[config.mk]
export PLATFORM = sky130hd
export DESIGN_NAME = dma_result_irq
export DESIGN_NICKNAME = d
export VERILOG_FILES = /design/src/rtl/dres_pkg.sv /design/src/rtl/dres_chan.sv /design/src/rtl/dres_regs.sv /design/src/rtl/dma_result_irq.sv
export SDC_FILE = /design/constraint.sdc
export NUM_CORES = 1
export LEC_CHECK = 0
export BUFFER_PORTS_ARGS = -buffer_cell sky130_fd_sc_hd__clkbuf_2
export CORE_MARGIN = 5
export CORE_UTILIZATION = 30
export DETAILED_ROUTE_END_ITERATION = 8
export GPL_ROUTABILITY_DRIVEN = 0
export GPL_TIMING_DRIVEN = 0
export HOLD_SLACK_MARGIN = 0.15
export SYNTH_ARGS = -nofsm -noshare
export SYNTH_HDL_FRONTEND = slang
export SYNTH_SLANG_ARGS = --single-unit
export TNS_END_PERCENT = 100
[constraint.sdc]
create_clock -name clk -period 3.2 [get_ports clk]
set_clock_uncertainty 0.05 [all_clocks]
set_input_delay 0.64 -clock clk [delete_from_list [all_inputs] [get_ports clk]]
set_output_delay 0.64 -clock clk [all_outputs]
set_load 0.01 [all_outputs]
[src/rtl/dres_pkg.sv]
package dres_pkg;

  // Flags captured from a done pulse
  typedef struct packed {
    logic err;
    logic flush;
    logic tpd;
  } dres_flags_t;

  // Register banks: address bits [ADDR_W-1:6] select the bank,
  // bits [5:2] select the channel.
  localparam int BANK_RESULT = 1;  // 0x040
  localparam int BANK_STATUS = 3;  // 0x0C0
  localparam int BANK_CONFIG = 4;  // 0x100
  localparam int BANK_SUMM   = 6;  // 0x180

  // Result word bit positions (decoded by software)
  localparam int RES_VALID_BIT = 31;
  localparam int RES_ERR_BIT   = 3;
  localparam int RES_FLUSH_BIT = 2;
  localparam int RES_TPD_BIT   = 1;

  // Status word bit positions
  localparam int STAT_PRESENT_BIT = 1;
  localparam int STAT_WAITING_BIT = 2;

  function automatic logic [31:0] result_word(input logic v, input dres_flags_t f);
    logic [31:0] w;
    w = '0;
    if (v) begin
      w[RES_VALID_BIT] = 1'b1;
      w[RES_ERR_BIT]   = f.err;
      w[RES_FLUSH_BIT] = f.flush;
      w[RES_TPD_BIT]   = f.tpd;
    end
    return w;
  endfunction

endpackage

[src/rtl/dres_chan.sv]
module dres_chan
  import dres_pkg::*;
(
  input  logic        clk,
  input  logic        rst_n,
  input  logic        done,
  input  dres_flags_t flags_in,
  input  logic        pop,
  input  logic        cfg_we,
  input  logic [1:0]  cfg_wdata,
  output logic        head_v,
  output logic        tail_v,
  output dres_flags_t head_f,
  output logic [1:0]  cfg,
  output logic        pend
);

  dres_flags_t tail_f;
  logic        nh_v, nt_v;
  dres_flags_t nh_f, nt_f;

  // Pop first, then store any arrival in the first free slot
  always_comb begin
    nh_v = head_v;
    nh_f = head_f;
    nt_v = tail_v;
    nt_f = tail_f;
    if (pop) begin
      nh_v = tail_v;
      nh_f = tail_f;
      nt_v = 1'b0;
      nt_f = '0;
    end
    if (done) begin
      if (!nh_v) begin
        nh_v = 1'b1;
        nh_f = flags_in;
      end else if (!nt_v) begin
        nt_v = 1'b1;
        nt_f = flags_in;
      end else begin
        nt_f.err = 1'b1;   // overflow: mark the waiting entry
      end
    end
  end

  always_ff @(posedge clk) begin
    if (!rst_n) begin
      head_v <= 1'b0;
      tail_v <= 1'b0;
      head_f <= '0;
      tail_f <= '0;
      cfg    <= '0;
    end else begin
      head_v <= nh_v;
      tail_v <= nt_v;
      head_f <= nh_f;
      tail_f <= nt_f;
      if (cfg_we) cfg <= cfg_wdata;
    end
  end

  assign pend = head_v & (head_f.flush ? cfg[1] : cfg[0]);

endmodule

[src/rtl/dres_regs.sv]
module dres_regs
  import dres_pkg::*;
#(
  parameter int NUM_CH = 16,
  parameter int ADDR_W = 12
)(
  input  logic                   clk,
  input  logic                   rst_n,
  input  logic                   bus_sel,
  input  logic                   bus_we,
  input  logic [ADDR_W-1:0]      bus_addr,
  input  logic [31:0]            bus_wdata,
  input  logic [NUM_CH-1:0]      head_v,
  input  logic [NUM_CH-1:0]      tail_v,
  input  logic [NUM_CH-1:0][2:0] head_f,
  input  logic [NUM_CH-1:0][1:0] cfg,
  input  logic [NUM_CH-1:0]      pend,
  output logic [NUM_CH-1:0]      pop,
  output logic [NUM_CH-1:0]      cfg_we,
  output logic [1:0]             cfg_wdata,
  output logic                   rd_valid,
  output logic [31:0]            rd_data
);

  localparam int IDX_W  = (NUM_CH > 1) ? $clog2(NUM_CH) : 1;
  localparam int BANK_W = ADDR_W - 6;

  logic [BANK_W-1:0] bank;
  logic [IDX_W-1:0]  ch;
  logic              hit;
  logic              rd_req, wr_req;
  logic [31:0]       rd_next;

  assign bank      = bus_addr[ADDR_W-1:6];
  assign ch        = bus_addr[2 +: IDX_W];
  assign hit       = ({1'b0, bus_addr[5:2]} < 5'(NUM_CH));
  assign rd_req    = bus_sel & ~bus_we;
  assign wr_req    = bus_sel & bus_we;
  assign cfg_wdata = bus_wdata[1:0];

  always_comb begin
    pop    = '0;
    cfg_we = '0;
    if (rd_req && hit && bank == BANK_W'(BANK_RESULT)) pop[ch]    = 1'b1;
    if (wr_req && hit && bank == BANK_W'(BANK_CONFIG)) cfg_we[ch] = 1'b1;
  end

  always_comb begin
    rd_next = '0;
    if (bank == BANK_W'(BANK_SUMM)) begin
      if (bus_addr[5:2] == 4'd0) rd_next[NUM_CH-1:0] = pend;
    end else if (hit) begin
      if (bank == BANK_W'(BANK_RESULT)) begin
        rd_next = result_word(head_v[ch], dres_flags_t'(head_f[ch]));
      end else if (bank == BANK_W'(BANK_STATUS)) begin
        rd_next[STAT_PRESENT_BIT] = head_v[ch];
        rd_next[STAT_WAITING_BIT] = tail_v[ch];
      end else if (bank == BANK_W'(BANK_CONFIG)) begin
        rd_next[1:0] = cfg[ch];
      end
    end
  end

  always_ff @(posedge clk) begin
    if (!rst_n) begin
      rd_valid <= 1'b0;
      rd_data  <= '0;
    end else begin
      rd_valid <= rd_req;
      if (rd_req) rd_data <= rd_next;
    end
  end

endmodule

[src/rtl/dma_result_irq.sv]
module dma_result_irq
  import dres_pkg::*;
#(
  parameter int NUM_CH = 16,
  parameter int ADDR_W = 12
)(
  input  logic              clk,
  input  logic              rst_n,
  input  logic [NUM_CH-1:0] ch_done,
  input  logic [NUM_CH-1:0] ch_err,
  input  logic [NUM_CH-1:0] ch_flush,
  input  logic [NUM_CH-1:0] ch_last,
  input  logic              bus_sel,
  input  logic              bus_we,
  input  logic [ADDR_W-1:0] bus_addr,
  input  logic [31:0]       bus_wdata,
  output logic              rd_valid,
  output logic [31:0]       rd_data,
  output logic [NUM_CH-1:0] irq_pend,
  output logic              irq_o
);

  logic [NUM_CH-1:0]      head_v, tail_v, pop_vec, cfg_we;
  logic [NUM_CH-1:0][2:0] head_f;
  logic [NUM_CH-1:0][1:0] cfg;
  logic [1:0]             cfg_wdata;

  for (genvar i = 0; i < NUM_CH; i++) begin : g_ch
    dres_flags_t fin, hf;
    assign fin = '{err: ch_err[i], flush: ch_flush[i], tpd: ch_last[i]};
    assign head_f[i] = hf;
    dres_chan u_chan (
      .clk      (clk),
      .rst_n    (rst_n),
      .done     (ch_done[i]),
      .flags_in (fin),
      .pop      (pop_vec[i]),
      .cfg_we   (cfg_we[i]),
      .cfg_wdata(cfg_wdata),
      .head_v   (head_v[i]),
      .tail_v   (tail_v[i]),
      .head_f   (hf),
      .cfg      (cfg[i]),
      .pend     (irq_pend[i])
    );
  end

  dres_regs #(.NUM_CH(NUM_CH), .ADDR_W(ADDR_W)) u_regs (
    .clk      (clk),
    .rst_n    (rst_n),
    .bus_sel  (bus_sel),
    .bus_we   (bus_we),
    .bus_addr (bus_addr),
    .bus_wdata(bus_wdata),
    .head_v   (head_v),
    .tail_v   (tail_v),
    .head_f   (head_f),
    .cfg      (cfg),
    .pend     (irq_pend),
    .pop      (pop_vec),
    .cfg_we   (cfg_we),
    .cfg_wdata(cfg_wdata),
    .rd_valid (rd_valid),
    .rd_data  (rd_data)
  );

  assign irq_o = |irq_pend;

endmodule

## Yosys cells after proc, flatten, opt, wreduce, memory -nomap -nowiden

Cells that the tools add are included.

| cells by class | value |
|---|---|
| order comparisons | 2 |
| eq/ne operators | 4 |
| multiplexer cells | 247 |
| bitwise logic cells | 19 |
| reductions and logical operators | 5 |

Operators by type and width:

| cell | number |
|---|---|
| 3-bit 2-to-1 mux | 99 |
| 1-bit 2-to-1 mux | 119 |
| 16-bit 2-to-1 mux | 5 |
| 2-bit 2-to-1 mux | 18 |
| 29-bit 2-to-1 mux | 1 |
| 1-bit bitwise AND | 18 |
| 16-bit OR reduction | 1 |
| 3-bit binary-select mux with 4-bit select | 1 |
| 6-bit by 3-bit == test with 1-bit output (second input constant) | 2 |
| 1-bit binary-select mux with 4-bit select | 2 |
| 2-bit binary-select mux with 4-bit select | 1 |
| 6-bit by 1-bit == test with 1-bit output (second input constant) | 1 |
| 6-bit by 2-bit == test with 1-bit output (second input constant) | 1 |
| 4-bit by 5-bit < comparator with 1-bit output (second input constant) | 1 |
| 1-bit demux with 4-bit select | 1 |
| 4-bit by 1-bit >= comparator with 1-bit output (second input constant) | 1 |
| 4-bit zero test | 1 |
| 1-bit logical AND | 3 |
| 1-bit NOT | 1 |

| word-level totals | value |
|---|---|
| register bits | 193 |
| output and inout port bits | 50 |

## Logic depth before layout (Yosys ltp)

| logic depth | value |
|---|---|
| word-level depth | 9 |
| depth in mapped cells | 9 |

## By module

Synthesis repeated with hierarchy kept, for this count alone.

| second synthesis, totals | value |
|---|---|
| cells, all modules | 1,047 |
| area total of the unflattened synthesis | 9,621.7 um^2 |

Modules (own cells, without submodules):

| module | instances | cells an instance | area an instance (um^2) |
|---|---|---|---|
| dres_chan | 16 | 51 | 470.5 |
| dres_regs | 1 | 226 | 2,063.2 |
| dma_result_irq | 1 | 5 | 31.3 |

## Least setup slack after synthesis

Ideal clock, no wire load.

| timing | value |
|---|---|
| kind | input to register |
| from | in bus_addr[9] |
| to | reg, netlist name g_ch[11].u_chan.head_f[0] |
| setup time | 0.074 ns |
| arrival time | 2.652 ns |
| path slack | 0.424 ns |
| cell stages on the path | 8 |
| path through | or3_1 > buf_2 > buf_6 > buf_6 > nor4_2 > mux2_2 > or2_2 > a31oi_1 |

| on the way | value |
|---|---|
| cells in the longest elaborated chain, start to end | 6 |
| elaborated cells between the ends (all ways) | 7 |
| those cells by class | eq/ne: 1; mux: 5; reduce/logical: 1 |

RTL lines:

| what | RTL line | text |
|---|---|---|
| start, declared | dma_result_irq.sv:15 | `input logic [ADDR_W-1:0] bus_addr,` |
| 6-bit by 1-bit == test with 1-bit output (*) | dres_regs.sv:44 | `if (rd_req && hit && bank == BANK_W'(BANK_RESULT)) pop[ch] = 1'b1;` |
| 1-bit logical AND (*) | dres_regs.sv:44 |  |
| 16-bit 2-to-1 mux (*) | dres_regs.sv:44 |  |
| 3-bit 2-to-1 mux / 1-bit 2-to-1 mux (equally long branches) | dres_chan.sv:28 | `if (pop) begin` |
| 3-bit 2-to-1 mux | dres_chan.sv:35 | `if (!nh_v) begin` |
| 3-bit 2-to-1 mux (*) | dres_chan.sv:34 | `if (done) begin` |

Every way passes the cells marked *; elsewhere a longest branch is shown, timed or not.
A chain may end at the register's enable or synchronous reset.

## Final worst setup path

| timing | value |
|---|---|
| from | in bus_addr[3] |
| to | reg u_regs.rd_data[2] |

| on the way | value |
|---|---|
| cells in the longest elaborated chain, start to end | 5 |
| elaborated cells between the ends (all ways) | 12 |
| those cells by class | mux: 11; reduce/logical: 1 |

RTL lines:

| what | RTL line | text |
|---|---|---|
| 1-bit binary-select mux with 4-bit select, or another cell as far along | dres_regs.sv:57 | `rd_next[STAT_WAITING_BIT] = tail_v[ch];` |
| 1-bit 2-to-1 mux (not written as such), or another cell as far along | dres_regs.sv:57 |  |
| 1-bit 2-to-1 mux / 3-bit 2-to-1 mux (equally long branches) | dres_regs.sv:55, dres_pkg.sv:30 |  |
| 3-bit 2-to-1 mux | dres_regs.sv:53 | `if (bank == BANK_W'(BANK_RESULT)) begin` |
| 16-bit 2-to-1 mux (*) | dres_regs.sv:50 | `if (bank == BANK_W'(BANK_SUMM)) begin` |
| end signal, assigned | dres_regs.sv:70 | `if (rd_req) rd_data <= rd_next;` |
| end, declared | dres_regs.sv:22 | `output logic [31:0] rd_data` |

Every way passes the cells marked *; elsewhere a longest branch is shown, timed or not. The select of a mux whose other input is x is not followed.

==> results.md <==
* Synth Area in Adders at 0%
* Clock power frac at 39.5%
* Synth top area cells: dfxtp_1 (34%), mux2i_1 (8.0%), mux4_2 (4.9%), nand2_1 (4.2%), o21ai_0 (4.1%)
* CP bufs+invs at 4
* Residual DRC at 0
* Layout cells sized above 1 at 19.9%
* Simple-Gate Fraction of Synth Area at 23.9%
* Area fraction of the dominant cell type after synthesis at 34.0%
* Crit path DAT at 3.39 ns
* Leakage power at 4.66 nW
* Crit path top cell by count: buf_2
* CP Capture Point: u_regs.rd_data[2]$_SDFFE_PN0N_
* Max-slew violation count at 0
* Via count at 9880
* I/O pin total at 162
* Count leader, synth: dfxtp_1
* P_int at 0.00368 W
* Final Critical Period at 3.13 ns
* CORE AREA at 0.0345 mm^2
* Die area at 0.0388 mm^2
* # rows at 68
* CP Launch Type: primary input
* # fillers at 3597
* Max Freq at 319 MHz
* Leading area contributor after synthesis: dfxtp_1
* Post-synth top flop: dfxtp_1
* Largest fanout on the critical path at 10
* H-Tree Depth at 4
* Power share of the sequential group at 45.9%
* Initial Util at 30.4%
* Hold Startpoint: u_regs.rd_data[31]$_SDFFE_PN0N_
* Crit path depth at 9
* First-pass GRT wire length at 56000 um
* Power consumption at 0.00529 W
* Worst path max stage delay at 0.62 ns
* Synth Area per Inst at 8.89 um^2
* Synth Area in Compound Gates at 18.5%
* Pre-Repair DR Iteration Count at 6
* Worst vdd ir at 0.348 mV
* RSZ-0062 raised after global routing: false
* Mux cell area share after synthesis at 17.0%
* Final hold vios at 0
* Crit Reg-Reg Endpoint: u_regs.rd_data[2]$_SDFFE_PN0N_
* Setup Slack @ Placement at -0.426 ns
* Post-synthesis cell type count at 55
* DP HPWL at 27900 um
* Clock slew at reported path FFs at 0.08 ns
* Seq/Total Area, Yosys at 34.0%
* Slew headroom at 31.3%
* Reg2Reg Launch Point: g_ch[11].u_chan.tail_v$_SDFF_PN0_
* Vias/cell at 5.55
* Final hold slack at 0.411 ns
* Critical Path RT at 3.46 ns
* Worst min path class: reg -> reg
* Clock Path Buffers at 2
* Sink Count at 178
* Grt ovf at 0
* Slew of the pin with the lowest slew margin at 1.03 ns
* Status: complete, no violations
* Setup crit start: bus_addr[3]
* Synth Instances at 1180
* Layout area overhead at 16.0%
* Final wirelength at 37100 um
* Largest net degree at the start of global routing at 19
* XOR/XNOR Fraction of Synth Area at 0%
* Synthesized area at 0.0105 mm^2
* Cts bufs inserted at 17
* Setup_tns at 0 ns
* Synthesis Warnings at 0
* Critical-path top delay cell: a2111oi_0
* Clk_lat worst skew at 0.45 ns
* Final setup violation count at 0
* Net Sw Power at 0.00161 W
* Total track usage at 18.6%
* PnR worst setup slack at 0.0660 ns
* Starting DRT DRC Count at 902
* PD cells at 435 mW/mm^2
* Synth top cells by count: dfxtp_1 (178), nand2_1 (116), o21ai_0 (86)
* Number of synthesized register bits at 178
* Nets at 1423
* Vias in the first global route at 9341
* Routed Antenna Nets at 0
* Die Height at 197 um
* R2R depth at 6
* Die W at 197 um
* Comb power frac at 14.7%
* Crit Path Category: in -> reg
* Family with the most delay on the worst path: buffers and inverters
* Switching share of power at 30.4%
* Largest family of logic cells by synthesized area: simple AND/OR/NAND/NOR gates
* Post-synth EDFFs at 0
* Layout Utilization at 35.2%
* Root Buffer Master: clkbuf_16
* Asr flop ratio synth at 0%
* Cell Chain, Critical Path: clkbuf_2 > clkbuf_1 > buf_2 > buf_2 > mux4_2 > mux2i_1 > nor3_1 > a2111oi_0 > o21ai_0
* Element type at the critical path end: flip-flop
* WL/cell at 20.9 um
* Final period util at 97.9%
* Port Buffers at 99
* Initial antenna violation count at 3
* TritonCTS clock tree: built
* Reg-to-reg setup timing slack at 0.91 ns
* Hold buffer count at cts at 0
* Max Cap Viol at 0
what timing repair did:
| action | in CTS | in global routing |
|---|---|---|
| resized for setup | 0 | 3 |
| setup endpoints to repair | 0 | 2 |
| buffers inserted | 0 | 0 |
worst min path at each step:
stage                                                end  depth (start not counted)
detailed placement       u_regs.rd_data[31]$_SDFFE_PN0N_                          2
CTS                 g_ch[10].u_chan.head_f[2]$_SDFF_PN0_                          2
global route        g_ch[10].u_chan.head_f[2]$_SDFF_PN0_                          2
finish                   u_regs.rd_data[31]$_SDFFE_PN0N_                          2
global placement          u_regs.rd_data[4]$_SDFFE_PN0N_                          2
floorplan           g_ch[11].u_chan.head_f[0]$_SDFF_PN0_                          2
cells in the final DEF (no fill, tap or decap), drive strengths merged, types with 17 or more instances in the layout:
cell,synthesis,final
nand2,116,116
a22oi,23,23
inv,22,33
mux4,23,23
nor2,31,31
nor4,22,22
buf,48,47
nand3,81,81
clkbuf,74,190
o311a,31,31
a21boi,41,41
o21ai,86,86
nand2b,21,21
a31oi,17,17
nand4,24,24
nor2b,61,61
dfxtp,178,178
mux2,37,37
mux2i,84,84
per-stage QoR:
stage | cell area [um^2] | std cells
floorplan | 10500 | 1194
global placement | 11600 | 1748
detailed placement | 11600 | 1748
CTS | 12200 | 1780
global route | 12200 | 1779
finish | 12200 | 1780
kinds of logic after synthesis:
group,Yosys count
mux,144
buf+inv,144
compound gates,283
simple gates,430
other cells,1
flops,178
sequential cells by signal, indices dropped and copies added (netlist names):
register            cells
g_ch.u_chan.tail_f     48
u_regs.rd_valid         1
g_ch.u_chan.head_f     48
g_ch.u_chan.head_v     16
g_ch.u_chan.cfg        32
u_regs.rd_data         17
g_ch.u_chan.tail_v     16
area by class of cell:
class	count	area (um^2)	share of cell area (%)
multi-input combinational	872	6280	51.6
sequential	178	3560	29.3
buffer	121	616	5.06
tap	455	569	4.68
timing repair buffer	99	495	4.07
clock buffer	17	425	3.49
clock inverter	15	138	1.13
inverter	22	82.6	0.678
antenna	1	2.50	0.0206
metal layers:
layer  routed length [um]  GRT usage [%]  up-vias
met1                15800           24.5     4794
met4                 1230           6.63        4
met2                17200           30.1      390
li1                     -              -     4605
met3                 2820           4.03       87
met5                   19              0        -
power groups by stage:
| stage | clock, W | combinational [W] | sequential [W] |
|---|---|---|---|
| 2_1_floorplan | 0 | 0.000521 | 0.00243 |
| 4_1_cts | 0.00211 | 0.000766 | 0.00242 |
| 6_report | 0.00209 | 0.000776 | 0.00243 |
| 3_3_place_gp | 0 | 0.000750 | 0.00247 |
| 3_5_place_dp | 0 | 0.000763 | 0.00247 |
| 5_1_grt | 0.00221 | 0.000847 | 0.00244 |
tightest hold or removal path, delay by kind of cell (launching register included):
family	cells	cell delay, ns
DFF	1	0.31
AOI/OAI and AO/OA	1	0.06
and+or+nand+nor	1	0.04
Note: power is estimated with default switching activity, not from simulation.
